--- config.mk ---
export PLATFORM = sky130hd
export DESIGN_NAME = sbuf_evt
export DESIGN_NICKNAME = d
export VERILOG_FILES = /design/src/rtl/sbuf_evt.sv
export SDC_FILE = /design/constraint.sdc
export NUM_CORES = 1
export LEC_CHECK = 0
export ABC_AREA = 1
export BUFFER_PORTS_ARGS = -buffer_cell sky130_fd_sc_hd__buf_2
export CAP_MARGIN = 10
export CORE_MARGIN = 4
export CORE_UTILIZATION = 52
export DETAILED_ROUTE_END_ITERATION = 8
export PLACE_DENSITY = 0.76
export SKIP_CTS_REPAIR_TIMING = 1
export SYNTH_ARGS = -nofsm -noshare
export SYNTH_HDL_FRONTEND = slang
export SYNTH_SLANG_ARGS = --single-unit
--- constraint.sdc ---
create_clock -name clk -period 2.99 [get_ports clk]
set_input_delay 0.1495 -clock clk [delete_from_list [all_inputs] [get_ports clk]]
set_output_delay 0.1495 -clock clk [all_outputs]
set_load 0.01 [all_outputs]
--- src/rtl/sbuf_evt.sv ---
module sbuf_evt #(
  parameter int DEPTH_BYTES = 32,
  parameter int WORD_W = 16
) (
  input  logic              clk,
  input  logic              rst_n,
  input  logic              bus_wr,
  input  logic              bus_rd,
  input  logic [2:0]        bus_addr,
  input  logic [31:0]       bus_wdata,
  output logic [31:0]       bus_rdata,
  input  logic              eng_tx_req,
  output logic [WORD_W-1:0] eng_tx_word,
  output logic              eng_tx_avail,
  input  logic              eng_rx_valid,
  input  logic [WORD_W-1:0] eng_rx_word,
  input  logic              eng_done,
  output logic              irq
);
  localparam int AW = $clog2(DEPTH_BYTES);
  localparam int CW = AW + 1;
  localparam logic [2:0] MAXCODE = 3'(AW);
  localparam logic [31:0] EVT_MASK  = 32'h0000_3311;
  localparam logic [31:0] CTRL_MASK = EVT_MASK | 32'h0711_0000;
  localparam logic [2:0] A_CTL = 3'd0, A_ST = 3'd1, A_TXL = 3'd2,
                         A_RXL = 3'd3, A_TXD = 3'd4, A_RXD = 3'd5;

  logic [31:0] ctrl_q, status_q, ev, clr;
  logic [WORD_W-1:0] tx_mem [DEPTH_BYTES];
  logic [WORD_W-1:0] rx_mem [DEPTH_BYTES];
  logic [AW-1:0] tx_wp, tx_rp, rx_wp, rx_rp;
  logic [CW-1:0] tx_cnt, rx_cnt;

  wire wide = ctrl_q[20];
  wire [WORD_W-1:0] mask = wide ? {WORD_W{1'b1}} : WORD_W'(8'hFF);
  wire [CW-1:0] cap  = wide ? CW'(DEPTH_BYTES / 2) : CW'(DEPTH_BYTES);
  wire [CW-1:0] half = cap >> 1;
  wire [2:0] code = (ctrl_q[26:24] > MAXCODE) ? MAXCODE : ctrl_q[26:24];
  wire [CW-1:0] thr = CW'(1) << code;

  wire tx_flush = bus_wr && bus_addr == A_TXL && bus_wdata == 32'd0;
  wire rx_flush = bus_wr && bus_addr == A_RXL && bus_wdata == 32'd0;
  wire tx_push  = bus_wr && bus_addr == A_TXD && tx_cnt < cap;
  wire tx_pop   = eng_tx_req && tx_cnt != '0;
  wire rx_push  = eng_rx_valid && rx_cnt < cap;
  wire rx_pop   = bus_rd && bus_addr == A_RXD && rx_cnt != '0;

  assign eng_tx_avail = tx_cnt != '0;
  assign eng_tx_word  = tx_mem[tx_rp];
  assign irq = |(status_q & ctrl_q & EVT_MASK);

  always_ff @(posedge clk) begin
    if (tx_push) tx_mem[tx_wp] <= bus_wdata[WORD_W-1:0] & mask;
    if (rx_push) rx_mem[rx_wp] <= eng_rx_word & mask;
  end

  always_ff @(posedge clk or negedge rst_n) begin
    if (!rst_n) begin
      tx_wp <= '0; tx_rp <= '0; tx_cnt <= '0;
      rx_wp <= '0; rx_rp <= '0; rx_cnt <= '0;
    end else begin
      if (tx_flush) begin
        tx_wp <= '0; tx_rp <= '0; tx_cnt <= '0;
      end else begin
        if (tx_push) tx_wp <= tx_wp + AW'(1);
        if (tx_pop)  tx_rp <= tx_rp + AW'(1);
        tx_cnt <= tx_cnt + CW'(tx_push) - CW'(tx_pop);
      end
      if (rx_flush) begin
        rx_wp <= '0; rx_rp <= '0; rx_cnt <= '0;
      end else begin
        if (rx_push) rx_wp <= rx_wp + AW'(1);
        if (rx_pop)  rx_rp <= rx_rp + AW'(1);
        rx_cnt <= rx_cnt + CW'(rx_push) - CW'(rx_pop);
      end
    end
  end

  always_comb begin
    ev = '0;
    ev[0]  = ctrl_q[16] && rx_cnt >= thr;
    ev[4]  = tx_pop && !tx_push && !tx_flush && tx_cnt == half + CW'(1);
    ev[8]  = eng_done;
    ev[9]  = tx_pop && !tx_push && !tx_flush && tx_cnt == CW'(1);
    ev[12] = eng_rx_valid && rx_cnt >= cap;
    ev[13] = eng_tx_req && tx_cnt == '0;
    clr = (bus_wr && bus_addr == A_ST) ? (bus_wdata & EVT_MASK) : '0;
  end

  always_ff @(posedge clk or negedge rst_n) begin
    if (!rst_n) begin
      ctrl_q <= '0;
      status_q <= '0;
    end else begin
      if (bus_wr && bus_addr == A_CTL) ctrl_q <= bus_wdata & CTRL_MASK;
      status_q <= (status_q & ~clr) | ev;
    end
  end

  always_comb begin
    case (bus_addr)
      A_CTL:   bus_rdata = ctrl_q;
      A_ST:    bus_rdata = status_q;
      A_TXL:   bus_rdata = 32'(tx_cnt) << wide;
      A_RXL:   bus_rdata = 32'(rx_cnt) << wide;
      A_RXD:   bus_rdata = (rx_cnt != '0) ? 32'(rx_mem[rx_rp]) : 32'd0;
      default: bus_rdata = 32'd0;
    endcase
  end

  assert_level_bound_R2: assert property (@(posedge clk) disable iff (!rst_n)
    tx_cnt <= CW'(DEPTH_BYTES) && rx_cnt <= CW'(DEPTH_BYTES));
  assert_full_push_dropped_R3: assert property (@(posedge clk) disable iff (!rst_n)
    (bus_wr && bus_addr == A_TXD && tx_cnt >= cap && !eng_tx_req) |=> $stable(tx_cnt));
  assert_empty_read_R4: assert property (@(posedge clk) disable iff (!rst_n)
    (bus_rd && bus_addr == A_RXD && rx_cnt == '0 && !eng_rx_valid) |=> rx_cnt == '0);
  assert_tx_flush_R5: assert property (@(posedge clk) disable iff (!rst_n)
    (bus_wr && bus_addr == A_TXL && bus_wdata == 32'd0) |=> tx_cnt == '0);
  assert_overflow_R10: assert property (@(posedge clk) disable iff (!rst_n)
    (eng_rx_valid && rx_cnt >= cap) |=> status_q[12]);
  assert_underrun_R11: assert property (@(posedge clk) disable iff (!rst_n)
    (eng_tx_req && !eng_tx_avail) |=> status_q[13]);
  assert_w1c_R12: assert property (@(posedge clk) disable iff (!rst_n)
    (bus_wr && bus_addr == A_ST && bus_wdata[8] && !eng_done) |=> !status_q[8]);
endmodule

* Yosys cells after proc, flatten, opt, wreduce, memory -nomap -nowiden
Memory sizes are Yosys's and may differ from the RTL's. Index checks and enable logic that the tools add are counted.
Word-level totals: memories kept 2, logic and storage cells 91, output and inout port bits 50, register bits after elaboration 75, input bits 58, RAM bits 1024, latch bits 0, ROM bits 0
Memories:
- rx_mem | depth 32, width 16, read ports 1, clocked after memory_dff 0, wr ports 1, RTL line 30 | logic [WORD_W-1:0] rx_mem [DEPTH_BYTES];
- tx_mem | depth 32, width 16, read ports 1, clocked after memory_dff 0, wr ports 1, RTL line 29 | logic [WORD_W-1:0] tx_mem [DEPTH_BYTES];
Cells by class: divide/modulo/power cells 0, multiplexer cells 20, magnitude comparators 5, bitwise logic cells 6, multiply operators 0, eq/ne operators 7, reductions and logical operators 31, shift-type cells 3, $add $sub $neg 9
Operator list (number):
- $pmux W32 S5 | 1
- $shl A6 B1 Y32 | 2
- $mux W5 | 8
- $and A16 B16 Y16 | 2
- $and A32 B32 Y32 | 1
- $logic_not A32 Y1 | 1
- $mux W16 | 2
- $not A14 Y32 | 1
- $or A32 B14 Y32 | 1
- $add A5 B1 Y5 const B | 4
- $logic_and A1 B1 Y1 | 19
- $mux W6 | 3
- $and A14 B14 Y14 | 1
- $mux W14 | 1
- $add A6 B1 Y6 | 2
- $ge A6 B6 Y1 | 2
- $lt A6 B6 Y1 | 2
- $reduce_bool A6 Y1 | 2
- $sub A6 B1 Y6 | 2
- $reduce_bool A2 Y1 | 4
- $add A5 B1 Y6 const B | 1
- $eq A3 B2 Y1 const B | 2
- $eq A3 B3 Y1 const B | 2
- $eq A6 B1 Y1 const B | 1
- 10 further kinds | 14

* Logic depth before layout (Yosys ltp)
depth in word-level cells 8, depth in mapped cells 16, gate-level depth less buffers 16

* Worst setup path before layout
Ideal clock, no wire load.
kind register to register, start reg ctrl_q[20], end mem tx_mem[23][0], enable pin, cell stages (with the launch flop) 9, data arrival time 2.461 ns, clock period less this slack 2.870 ns, data required time 2.581 ns, setup time 0.409 ns, setup slack 0.120 ns, path buffers 0, cell sequence dfrtp_1 -> ha_1 -> inv_1 -> o21ai_0 -> nor2_2 -> nand2_2 -> inv_1 -> nand2_1 -> nor3_1
Between the ends: word-level cells in the longest chain between the ends 5
RTL lines:
- start, declared | RTL line 28 | logic [31:0] ctrl_q, status_q, ev, clr;
- start signal, assigned | RTL line 95 | if (bus_wr && bus_addr == A_CTL) ctrl_q <= bus_wdata & CTRL_MASK;
- $mux W6 | RTL line 36 | wire [CW-1:0] cap = wide ? CW'(DEPTH_BYTES / 2) : CW'(DEPTH_BYTES);
- $lt A6 B6 Y1 | RTL line 43 | wire tx_push = bus_wr && bus_addr == A_TXD && tx_cnt < cap;
- $logic_and A1 B1 Y1 | RTL line 43
- $mux W1 | RTL line 53 | if (tx_push) tx_mem[tx_wp] <= bus_wdata[WORD_W-1:0] & mask;
- $mux W1 (not written as such) | RTL line 53
- end, declared | RTL line 29
No other way between the ends.

* Final worst setup path
start reg rx_rp[0], end out bus_rdata[8]
Between the ends: word-level cells in the longest chain between the ends 3
RTL lines:
- start, declared | RTL line 31 | logic [AW-1:0] tx_wp, tx_rp, rx_wp, rx_rp;
- start signal, assigned | RTL line 73 | if (rx_pop) rx_rp <= rx_rp + AW'(1);
- $mem_v2 Z32 W16
- $mux W16 | RTL line 106 | A_RXD: bus_rdata = (rx_cnt != '0) ? 32'(rx_mem[rx_rp]) : 32'd0;
- $pmux W32 S5 | RTL line 101 | case (bus_addr)
- end, declared | RTL line 11 | output logic [31:0] bus_rdata,
No other way between the ends.

==> run summary <==
layout overhead on the synthesized area: 13.87%
syn avg cell area: 11.56 sq um
critical path launch point type: flop
post-synthesis sequential area ratio: 0.7134
average vias per placed instance: 5.872
Cells after DPL: 5056
cell row count: 107
gate family responsible for the most delay along the worst path: simple AND/OR/NAND/NOR gates
pwr dens: 938.3 nW/um^2
cell at the slowest stage of the critical path: dfrtp_4
number of detailed-routing iterations run before antenna repair: 6
starting utilization of the core area: 0.5256
Pins Over Slew Limit: 0
layout net count: 4143
final hold vios: 0
clock latency on the worst-skew pair: 680 ps
number of synthesized flops with an enable pin: 1024
Switching Share: 0.3778
number of instances in the synthesized netlist: 3878
Leak: 18.52 nW
maximum clock frequency: 339.1 MHz
Boundary Pins: 108
met1 track demand over resource in global routing: 0.3592
number of sinks handled by clock tree synthesis: 1073
proportion of power drawn by combinational gates: 0.363
Final Wtd Congestion: 0.8696
slew at the pin with the worst max-slew slack: 817.1 ps
met2 Use GR: 0.3712
Die X-Extent: 301.6 microns
global routing's busiest layer: met2
share of power burned in registers: 0.368
Max Cap Viol: 0
cell area after layout: 51040 sq um
cell-internal power: 29.80 mW
routed via count: 30983
Critical path buffers and inverters: 3
met3 Usage GRT: 0.03945
largest cells by area after synthesis: edfxtp_1 69%, nor2_1 6.0%, nand2_1 5.6%
vertical die dimension: 301.6 microns
global routing usage summed across all routing layers: 0.2423
shortest period the worst path allows: 2949 ps
count of nets left with antenna violations after detail routing: 0
net switching power of the design: 18.09 mW
CTS Buf Count: 104
required time worst endpoint: 2840 ps
library cells used by synthesis: 37
total number of H-tree levels: 3
vias in the first global route: 28778
TritonCTS clock tree: done
most numerous cell on the critical path: nand2_1
type of the worst setup path: flop to primary output
clock slew at the register clock pins of the worst setup and hold paths: 60 ps
Rel. slew slack: 0.4553
clock root buffer: clkbuf_16
Clk pwr share: 0.269
total core area: 85280 sq um
DRC: 0
number of flip-flops and latches in the synthesized netlist: 1073
arrival time of the worst setup path: 2800 ps
initial antenna violation count: 1
Inserted Diodes: 0
dpl hpwl: 63.97 mm
RSZ-0062 raised after global routing: true
final worst clock skew: 59.07 ps
cell taking the most area after synthesis: edfxtp_1
post-synthesis instance area: 44820 sq um
final core area utilization: 0.5984
Yosys warning total: 0
Clock Path Buffers: 3
endpoints failing setup: 0
final instance count without filler cells: 5276
commonest register cell after synthesis: edfxtp_1
share of post-route cells with drive strength above 1: 0.1154
peak fanout along the critical path: 33
fraction of post-synthesis cell area in the top cell type by area: 0.6861
global-route wire length before repair: 168.8 mm
pin count of the biggest net entering global routing: 134
gr ovfl total: 0
slowest stage delay, CP: 570 ps
number of I/O port buffers: 96
worst vdd ir: 0.6888 mV
final critical-path share of the clock period: 0.9862
kind of end point of the critical path: primary output
hold slack: 19.55 ps
Placement Cell Area: 46950 sq um
Total Power: 47.89 mW
number of DRC markers in iteration 0: 4562
worst hold-check path type: input port to async pin
total die area: 90950 sq um
status: finished clean
list of cells traversed by the critical path: buf_6 -> clkbuf_16 -> nand2_1 -> nand3_1 -> nand3_1 -> nand2_1 -> nor2_1 -> nand2_2 -> nand3_2 -> nand2_1 -> buf_2
proportion of synthesized flip-flops having asynchronous set or reset: 0.04567
per-cell routed wire length: 21.95 microns
Final Routed Wirelength: 115.8 mm
-- power groups by stage --
stage	combinational, mW	sequential [mW]	clock, mW
floorplan	10.9	17.7	0
global placement	15.5	17.9	0
detailed placement	15.8	17.9	0
CTS	16.0	17.6	13.0
global route	18.9	17.7	13.7
finish	17.4	17.6	12.9
-- Yosys cell counts (4+ instances only) --
cell,instances
edfxtp_1,1024
nor2_1,714
nand2_1,670
o21ai_0,338
nand3_1,313
inv_1,173
o211ai_1,80
o21ai_1,80
buf_2,78
a21oi_1,74
clkbuf_1,72
dfrtp_1,49
o22ai_1,39
buf_4,38
ha_1,36
buf_6,20
buf_1,15
nand4_1,13
xor2_1,12
nor3_1,11
and3_1,4
inv_2,4
-- state kept, by name, indices dropped and copies added (netlist names) --
name / flops
rx_cnt: 6
rx_mem: 512
tx_cnt: 6
rx_rp: 5
status_q: 6
tx_wp: 5
rx_wp: 5
tx_mem: 512
tx_rp: 5
ctrl_q: 11
-- cells by family (layout without fill, tap and decap cells) --
logic type,count (synthesis),in the layout,synth area share
AND/OR/NAND/NOR,1731,1731,0.1553
AO/OA/AOI/OAI,616,616,0.07462
XOR/XNOR,13,13,0.002540
buffers and inverters,406,650,0.04307
flip-flops,1073,1073,0.7134
other,1,11,0.00008367
adder cells (fa/ha/maj),38,38,0.01094
-- layer usage --
metal	share of wire	vias to the layer above
met4	0.029	0
met1	0.39	14917
met2	0.46	1982
met3	0.12	224
met5	0	-
li1	-	13860
-- cell type report --
type                       instances  area (sq um)
inverter                         180         714.4
clock buffer                     133          2753
timing repair buffer             279          2328
fill                            6376         34250
multi-input combinational       2409         11210
clock inverter                    58         611.8
sequential                      1073         31990
tap                             1144          1431
-- layout by cell type (no fill, tap or decap), types with 7 or more instances in the layout --
cell / n
nor2_1: 701
dfrtp_1: 45
edfxtp_1: 1024
a21oi_2: 19
conb_1: 11
bufinv_16: 9
o211ai_1: 80
clkbuf_1: 26
o21ai_1: 81
inv_1: 171
nand2_1: 661
nand2_2: 11
clkbuf_16: 113
buf_4: 133
nand3_2: 10
dlygate4sd3_1: 17
nand4_1: 13
ha_1: 36
nor2_2: 10
o21ai_0: 337
xor2_1: 12
buf_2: 96
o22ai_1: 39
buf_6: 7
buf_12: 11
clkinv_1: 28
nand3_1: 303
a21oi_1: 53
clkinv_2: 14
-- stage by stage --
step                      setup TNS [ps]  worst slack, ps
after floorplan                        0            120.0
after global placement                 0            355.3
after detailed placement               0            294.7
after CTS                          -1301           -162.5
after global routing              -249.5           -85.05
final                                  0            41.21
-- path summary, 6_finish.rpt --
path	from	slack, ps	end	depth (start not counted)
hold reg to reg	ctrl_q[12]$_DFFE_PN0P_	480	ctrl_q[12]$_DFFE_PN0P_	2
max in group asynchronous	rst_n	2230	tx_rp[4]$_DFFE_PN0P_	3
setup / recovery	rx_rp[0]$_DFFE_PN0P_	40	bus_rdata[8]	11
setup reg to reg	ctrl_q[20]$_DFFE_PN0P_	320	rx_cnt[4]$_DFF_PN0_	14
min in group clk	bus_wdata[3]	30	tx_mem[2][3]$_DFFE_PP_	2
hold / removal	rst_n	20	tx_cnt[0]$_DFF_PN0_	2
No activity file was read; power rests on OpenSTA's default activity.
